## config.mk

```make
export PLATFORM = sky130hd
export DESIGN_NAME = pll_lock_detect
export DESIGN_NICKNAME = d
export VERILOG_FILES = /design/src/rtl/lkd_pkg.sv /design/src/rtl/lkd_ref_window.sv /design/src/rtl/lkd_fb_count.sv /design/src/rtl/lkd_tol_cmp.sv /design/src/rtl/pll_lock_detect.sv
export SDC_FILE = /design/constraint.sdc
export NUM_CORES = 1
export LEC_CHECK = 0
export ABC_CLOCK_PERIOD_IN_PS = 4100
export BUFFER_PORTS_ARGS = -buffer_cell sky130_fd_sc_hd__buf_2
export CAP_MARGIN = 20
export CORE_AREA = 2 2 55 44
export DETAILED_ROUTE_END_ITERATION = 8
export DIE_AREA = 0 0 57 46
export PLACE_DENSITY = 0.74
export SLEW_MARGIN = 10
export SYNTH_ARGS = -nofsm -noshare
export SYNTH_HDL_FRONTEND = slang
export SYNTH_HIERARCHICAL = 1
export SYNTH_SLANG_ARGS = --single-unit
```

## constraint.sdc

```tcl
create_clock -name clk -period 4.1 [get_ports clk]
set_input_delay 0.82 -clock clk [delete_from_list [all_inputs] [get_ports clk]]
set_output_delay 0.82 -clock clk [all_outputs]
set_load 0.005 [all_outputs]
```

## src/rtl/lkd_pkg.sv

```systemverilog
package lkd_pkg;
  typedef enum logic [1:0] {
    ST_HUNT    = 2'd0,
    ST_CONFIRM = 2'd1,
    ST_LOCKED  = 2'd2
  } lkd_state_e;
endpackage

```

## src/rtl/lkd_ref_window.sv

```systemverilog
module lkd_ref_window #(
  parameter int N_CYC = 4,
  parameter int K_CYC = 2,
  parameter int W     = 5
) (
  input  logic clk,
  input  logic rst_n,
  input  logic clear,
  input  logic long_win,
  input  logic ref_tick,
  output logic win_end
);
  localparam logic [W-1:0] LEN_S = W'(N_CYC);
  localparam logic [W-1:0] LEN_L = W'(N_CYC + K_CYC);

  logic [W-1:0] cnt_q;
  logic [W-1:0] win_len;

  assign win_len = long_win ? LEN_L : LEN_S;
  assign win_end = ref_tick && !clear && (cnt_q == win_len - W'(1));

  always_ff @(posedge clk or negedge rst_n) begin
    if (!rst_n)                cnt_q <= '0;
    else if (clear || win_end) cnt_q <= '0;
    else if (ref_tick)         cnt_q <= cnt_q + W'(1);
  end

  AST_REF_BELOW_LEN: assert property (@(posedge clk) disable iff (!rst_n)
    cnt_q < win_len);
endmodule

```

## src/rtl/lkd_fb_count.sv

```systemverilog
module lkd_fb_count #(
  parameter int W = 5
) (
  input  logic         clk,
  input  logic         rst_n,
  input  logic         clear,
  input  logic         win_end,
  input  logic         fb_tick,
  output logic [W-1:0] fb_total
);
  localparam logic [W-1:0] CMAX = '1;

  logic [W-1:0] cnt_q;

  assign fb_total = (fb_tick && cnt_q != CMAX) ? cnt_q + W'(1) : cnt_q;

  always_ff @(posedge clk or negedge rst_n) begin
    if (!rst_n)                cnt_q <= '0;
    else if (clear || win_end) cnt_q <= '0;
    else                       cnt_q <= fb_total;
  end

  AST_FB_NO_WRAP: assert property (@(posedge clk) disable iff (!rst_n)
    (cnt_q == CMAX && !clear && !win_end) |=> cnt_q == CMAX);
endmodule

```

## src/rtl/lkd_tol_cmp.sv

```systemverilog
module lkd_tol_cmp #(
  parameter int N_CYC = 4,
  parameter int K_CYC = 2,
  parameter int TOL_T = 1,
  parameter int W     = 5
) (
  input  logic         long_win,
  input  logic         relaxed,
  input  logic [W-1:0] fb_total,
  output logic         match
);
  localparam logic [W-1:0] LEN_S = W'(N_CYC);
  localparam logic [W-1:0] LEN_L = W'(N_CYC + K_CYC);
  localparam logic [W-1:0] TOL_N = W'(TOL_T);
  localparam logic [W-1:0] TOL_R = W'(2 * TOL_T);

  logic [W-1:0] ref_len;
  logic [W-1:0] diff;

  always_comb begin
    ref_len = long_win ? LEN_L : LEN_S;
    diff    = (fb_total >= ref_len) ? fb_total - ref_len : ref_len - fb_total;
    match   = diff <= (relaxed ? TOL_R : TOL_N);
  end
endmodule

```

## src/rtl/pll_lock_detect.sv

```systemverilog
module pll_lock_detect #(
  parameter int N_CYC = 4,
  parameter int K_CYC = 2,
  parameter int TOL_T = 1
) (
  input  logic clk,
  input  logic rst_n,
  input  logic restart,
  input  logic ext_mode,
  input  logic ref_tick,
  input  logic fb_tick,
  output logic locked,
  output logic lock_lost
);
  import lkd_pkg::*;

  localparam int CNT_W = $clog2(N_CYC + K_CYC + 2 * TOL_T + 2) + 1;

  lkd_state_e       st_q;
  logic             long_q;
  logic             lost_q;
  logic             hold;
  logic             win_end;
  logic             match;
  logic [CNT_W-1:0] fb_total;

  assign hold = restart || ext_mode;

  lkd_ref_window #(.N_CYC(N_CYC), .K_CYC(K_CYC), .W(CNT_W)) u_ref (
    .clk(clk), .rst_n(rst_n), .clear(hold), .long_win(long_q),
    .ref_tick(ref_tick), .win_end(win_end)
  );

  lkd_fb_count #(.W(CNT_W)) u_fb (
    .clk(clk), .rst_n(rst_n), .clear(hold), .win_end(win_end),
    .fb_tick(fb_tick), .fb_total(fb_total)
  );

  lkd_tol_cmp #(.N_CYC(N_CYC), .K_CYC(K_CYC), .TOL_T(TOL_T), .W(CNT_W)) u_cmp (
    .long_win(long_q), .relaxed(st_q == ST_LOCKED),
    .fb_total(fb_total), .match(match)
  );

  always_ff @(posedge clk or negedge rst_n) begin
    if (!rst_n) begin
      st_q   <= ST_HUNT;
      long_q <= 1'b0;
      lost_q <= 1'b0;
    end else if (hold) begin
      st_q   <= ST_HUNT;
      long_q <= 1'b0;
      lost_q <= 1'b0;
    end else begin
      lost_q <= 1'b0;
      if (win_end) begin
        case (st_q)
          ST_HUNT: begin
            if (match) begin
              st_q   <= ST_CONFIRM;
              long_q <= 1'b1;
            end else begin
              long_q <= 1'b0;
            end
          end
          ST_CONFIRM: begin
            st_q   <= match ? ST_LOCKED : ST_HUNT;
            long_q <= 1'b0;
          end
          ST_LOCKED: begin
            if (match) begin
              long_q <= ~long_q;
            end else begin
              st_q   <= ST_HUNT;
              long_q <= 1'b0;
              lost_q <= 1'b1;
            end
          end
          default: begin
            st_q   <= ST_HUNT;
            long_q <= 1'b0;
          end
        endcase
      end
    end
  end

  assign locked    = (st_q == ST_LOCKED);
  assign lock_lost = lost_q;

  AST_LOST_SINGLE: assert property (@(posedge clk) disable iff (!rst_n)
    lock_lost |=> !lock_lost);
  AST_LOST_FROM_LOCK: assert property (@(posedge clk) disable iff (!rst_n)
    lock_lost |-> (!locked && $past(locked)));
  AST_HOLD_UNLOCKS: assert property (@(posedge clk) disable iff (!rst_n)
    hold |=> (!locked && !lock_lost));
  AST_LOCK_ENTRY: assert property (@(posedge clk) disable iff (!rst_n)
    $rose(locked) |-> $past(win_end && long_q && match));
endmodule

```

## After elaboration in Yosys (flattened, before gate mapping)

Cells that the tools add are included.
W data, S select, Z words.

| cells by class | value |
|---|---|
| eq/ne operators | 6 |
| muxes and demuxes | 22 |
| reduce and logical (&&, ||, !) cells | 10 |
| $lt $le $gt $ge | 2 |
| bitwise logic cells | 1 |
| add/subtract/negate cells | 5 |

Operator list:

| kind | number |
|---|---|
| $mux W5 | 5 |
| $mux W2 | 7 |
| $add A5 B1 Y5 const B | 2 |
| $sub A5 B5 Y5 | 2 |
| $mux W1 | 8 |
| $pmux W2 S3 | 1 |
| $eq A5 B5 Y1 | 1 |
| $ge A5 B5 Y1 | 1 |
| $le A5 B5 Y1 | 1 |
| $ne A5 B5 Y1 const B | 1 |
| $sub A5 B1 Y5 const B | 1 |
| $reduce_bool A2 Y1 | 2 |
| $logic_and A1 B1 Y1 | 3 |
| $ne A3 B2 Y1 const B | 1 |
| $ne A3 B3 Y1 const B | 1 |
| $reduce_and A3 Y1 | 1 |
| $eq A2 B1 Y1 const B | 1 |
| $eq A2 B2 Y1 const B | 1 |
| $logic_not A2 Y1 | 1 |
| $logic_or A1 B1 Y1 | 2 |
| $pmux W1 S2 | 1 |
| $logic_not A1 Y1 | 1 |
| $not A1 Y1 | 1 |

| word-level totals | value |
|---|---|
| output and inout port bits | 2 |
| word-level logic and storage cells | 51 |
| register bits after elaboration | 14 |
| bits of input ports | 6 |

## Depth between registers and ports, before layout

| logic depth | value |
|---|---|
| depth after elaboration | 10 |
| gate-level depth with buffers | 21 |
| mapped depth without buffers | 21 |

## By module

Netlist, hierarchy kept.

Modules (own cells, without submodules):

| module | sequential area each (sq um) | times used | area an instance (sq um) | cells each |
|---|---|---|---|---|
| lkd_fb_count | 125.1 | 1 | 314.1 | 25 |
| lkd_ref_window | 125.1 | 1 | 259.0 | 24 |
| lkd_tol_cmp | 0.0 | 1 | 227.7 | 30 |
| pll_lock_detect | 100.1 | 1 | 191.4 | 20 |

## Worst setup path before layout

OpenSTA, ideal clock, no wires.

| timing | value |
|---|---|
| kind | register to register |
| from | register u_fb.cnt_q[0] |
| to | register st_q[0] |
| data required time | 4.023 ns |
| setup slack | -0.099 ns |
| buffers on the path | 0 |
| stages on the path, launching flop included | 21 |
| data arrival time | 4.121 ns |
| period minus slack after synthesis | 4.199 ns |
| setup time | 0.077 ns |
| path through | dfrtp_1 -> ha_1 -> and3_1 -> ha_1 -> nor2b_4 -> mux2_4 -> inv_1 -> ha_1 -> inv_1 -> ha_1 -> or3_4 -> a21oi_1 -> nand2_1 -> o21ai_0 -> ha_1 -> nor2b_1 -> a2bb2oi_1 -> a2111oi_0 -> and3_1 -> or4b_1 -> a21oi_1 |

| on the way | value |
|---|---|
| cells in the longest elaborated chain, start to end | 8 |
| elaborated cells on any way between the ends | 12 |
| classes of those cells | add/sub (3); order compare (2); eq/ne (3); mux (2); reduce/logical (2) |

RTL lines:

| item | RTL line | text |
|---|---|---|
| start: declaration | lkd_fb_count.sv:13 | `logic [W-1:0] cnt_q;` |
| start signal: assignment | lkd_fb_count.sv:20 | `else cnt_q <= fb_total;` |
| branches (longest 2 deep; another with $add A5 B1 Y5) | -- |  |
| $mux W5 (*) | lkd_fb_count.sv:15 | `assign fb_total = (fb_tick && cnt_q != CMAX) ? cnt_q + W'(1) : cnt_q;` |
| via fb_total[1] | pll_lock_detect.sv:25 | `logic [CNT_W-1:0] fb_total;` |
| $sub A5 B5 Y5 / $ge A5 B5 Y1 (equally long branches) | lkd_tol_cmp.sv:22 | `diff = (fb_total >= ref_len) ? fb_total - ref_len : ref_len - fb_total;` |
| $mux W5 (*) | lkd_tol_cmp.sv:22 |  |
| $le A5 B5 Y1 (*) | lkd_tol_cmp.sv:23 | `match = diff <= (relaxed ? TOL_R : TOL_N);` |
| via match | pll_lock_detect.sv:24 | `logic match;` |
| $ne A3 B3 Y1 (no source line) / $ne A3 B2 Y1 (equally long branches) | -- |  |
| $reduce_and A3 Y1 (no source line) (*) | -- |  |
| end signal: assignment | pll_lock_detect.sv:66 | `st_q <= match ? ST_LOCKED : ST_HUNT;` |
| end: declaration | pll_lock_detect.sv:19 | `lkd_state_e st_q;` |

Mark *: on every way through the listed nets, which the timed path passes.
A chain may end at the register's enable or synchronous reset.

## Worst setup path in the final report

Ends and elaborated chain as after synthesis.

==> impl_metrics.csv <==
group,metric,value,unit
synth,synth_area_leader_cell,"dfrtp_1",
power_and_ir_drop,leakage,0.614,nW
sta,setup_viol,0,
die,io_pins,8,
power_and_ir_drop,internal_power,0.228,mW
sta,fin_worst_skew,7.52,ps
global_routing,grt_util_all_layers,0.183,
clock_network,htree_num_levels,1,
clock_network,cts_buffer_depth,2,
synth,ys_types,38,
layout,stdcell_count,153,
sta,final.min_clock_period,4040,ps
layout,diodes,0,
sta,max_clock_freq,247,MHz
critical_path,cp-start-kind,"register",
placement,portBuffers,7,
drt,via_count,827,
die,die_h,46,um
synth,synth_ff_type,"dfrtp_1",
synth,avgSynthCellArea,10.0,um^2
sta,tightestPinTransition,928,ps
critical_path,crit_fanout,2,
clock_network,cts_buffers,3,
drt,routed_wl,2070,um
power_and_ir_drop,p_sw,0.0717,mW
global_routing,grt_pass1_vias,833,
drt,wl_met3,66,um
die,core_region_area,2140,um^2
global_routing,grt_pass1_wl,3710,um
synth,synth-seq-cells,14,
power_and_ir_drop,powerDensity,223,nW/um^2
sta,rsz0062_at_grt,"yes",
synth,synth.top_cell.area_share,0.353,
drt,vias_per_cell,5.41,
synth,syn_nets,114,
critical_path,worst-setup-path-type,"register to register",
clock_network,clk_latency,270,ps
power_and_ir_drop,peakVddDrop,0.199,mV
critical_path,r2r_end,"st_q[0]",
synth,ys_async_sr_fraction,1.00,
synth,yosysWarnings,6,
clock_network,cts_tree,"yes",
sta,finalHoldViolations,0,
clock_network,cts_root_buf,"clkbuf_4",
critical_path,end_kind,"register",
sta,maxSlewViolCount,0,
die,die_area,2620,um^2
die,die_w,57,um
synth,synth_area,992,um^2
min_path,hold_path.class,"primary input to asynchronous set/reset pin",
drt,wl_met2,1040,um
sta,relSlewSlack,0.365,
critical_path,rr_worst_depth,20,
global_routing,antenna_found_initial,0,
power_and_ir_drop,power_frac_comb,0.214,
critical_path,rrSetupSlack,60,ps
synth,synth_commonest_cells,"dfrtp_1 (14), ha_1 (8), nand2_1 (7)",
drt,drt-met1-wl,942,um
critical_path,reg2reg_from,"u_fb/cnt_q[0]",
drt,wl_per_cell,13.5,um
synth,synth_most_common_cell,"dfrtp_1",
placement,dp_cells,141,
die,initial_utilization,0.464,
sta,fin_crit_sh,0.986,
layout,final_util,0.627,
layout,area_delta_synth_final,35.2,%
die,fp-row-count,15,
placement,hpwlAfterDp,1500,um
drt,first_pass_iters,6,
critical_path,worstPathArrival,4250,ps
clock_network,path_clk_slew,80,ps
clock_network,cts_sinks,14,
synth,synth_edf_count,0,
layout,final_nets,144,
job,maxCapViolations,0,
layout,drive_above_1_share,0.453,
clock_network,hold_buffers,0,
global_routing,overflow,0,
power_and_ir_drop,seqPwrFrac,0.469,
critical_path,worst_ep_required_time,4300,ps
power_and_ir_drop,power,0.300,mW
power_and_ir_drop,sw_frac_of_total,0.239,
placement,gp_congestion,0.820,
drt,routed.top_layer,"met4",
synth,synthCells,99,
synth,yosys-top-cells-area,"dfrtp_1 (35%), ha_1 (10%), xnor2_1 (4.4%), nor2b_1 (3.2%), mux2_4 (3.0%)",
drt,ant_nets,0,
drt,drc,0,
drt,drt_iter0_drc,26,
sta,fin_tns_setup,0,ps
power_and_ir_drop,clock_power_share,0.317,
global_routing,grt_max_degree,15,
synth,ys_seq_area_frac,0.353,
status,status,"complete, no violations",
## cell usage in the layout, fill, tap and decap left out, types with 3 or more instances in the layout
cell and count:
nor2b_4 3, buf_2 7, a21oi_1 3, ha_1 4
nor2_1 5, nand2_1 7, clkbuf_4 3, xor2_1 3
dfrtp_1 14, ha_4 3, xnor2_1 5, nor3_1 4
buf_4 20, inv_1 3, nor2b_1 3
## worst max-delay path: stages (launching register included)
cell	delay, ps
dfrtp_1	390
ha_2	190
and3_4	180
ha_4	160
nor2b_4	120
mux2_4	330
inv_4	70
ha_4	150
inv_4	40
ha_4	140
or3_4	330
a21oi_2	130
nand2_1	60
o21ai_1	80
ha_1	260
nor2b_4	140
a2bb2oi_2	140
a2111oi_4	220
and3_4	250
or4b_4	460
a21oi_2	150
## cells by family after synthesis
family / count (synthesis) / synth area share
and+or+nand+nor: 43 / 0.286
DFF: 14 / 0.353
muxes: 4 / 0.0504
adders and majority gates: 9 / 0.121
xor gates and xnor gates: 8 / 0.0706
buffers and inverters: 8 / 0.0328
AOI/OAI and AO/OA: 13 / 0.0857
## per-layer routing
layer | vias up | global-route usage
met5 | - | 0
met4 | 0 | 0.0419
met3 | 2 | 0.0341
met2 | 16 | 0.317
met1 | 402 | 0.240
li1 | 407 | -
## through the flow
step / worst slack, ps / cell area, um^2 / hold WS [ps]
after floorplan: 2.14 / 1010 / 506
after global placement: -54.2 / 1150 / 525
after detailed placement: -195 / 1150 / 542
after CTS: -58.6 / 1290 / 429
after global routing: -91.8 / 1340 / 429
final: 57.5 / 1340 / 423
## layout make-up
type                            count  area, um^2
Inverter                            6        27.5
Clock buffer                        4        36.3
Fill cell                         182         798
Multi-Input combinational cell     77         711
Timing Repair Buffer               27         185
Sequential cell                    14         350
Tap cell                           25        31.3
## flip-flops by register name (all words and copies together) (netlist names)
register and cells:
st_q 2, long_q 1, lock_lost 1, u_ref/cnt_q 5, u_fb/cnt_q 5
## power groups by stage
| stage | Clock, mW | Combinational (mW) | Sequential (mW) |
|---|---|---|---|
| 2_1_floorplan | 0 | 0.0299 | 0.143 |
| 3_3_place_gp | 0 | 0.0450 | 0.143 |
| 3_5_place_dp | 0 | 0.0474 | 0.143 |
| 4_1_cts | 0.0986 | 0.0572 | 0.140 |
| 5_1_grt | 0.108 | 0.0707 | 0.141 |
| 6_report | 0.0949 | 0.0642 | 0.141 |
## timing repair
action	4_1_cts	5_1_grt
buffers inserted	6	2
resized for setup	13	6
hold endpoints to repair	0	0
setup endpoints to repair	3	4
pin swaps	7	7
## worst max path at each step
stage               endpoint          start  cells after the start
finish               st_q[0]  u_fb/cnt_q[0]                     20
floorplan            st_q[0]  u_fb/cnt_q[0]                     19
detailed placement   st_q[0]        fb_tick                     17
global route         st_q[0]  u_fb/cnt_q[0]                     20
CTS                  st_q[0]  u_fb/cnt_q[1]                     20
global placement     st_q[0]        fb_tick                     17
No activity file was read; power rests on OpenSTA's default activity.
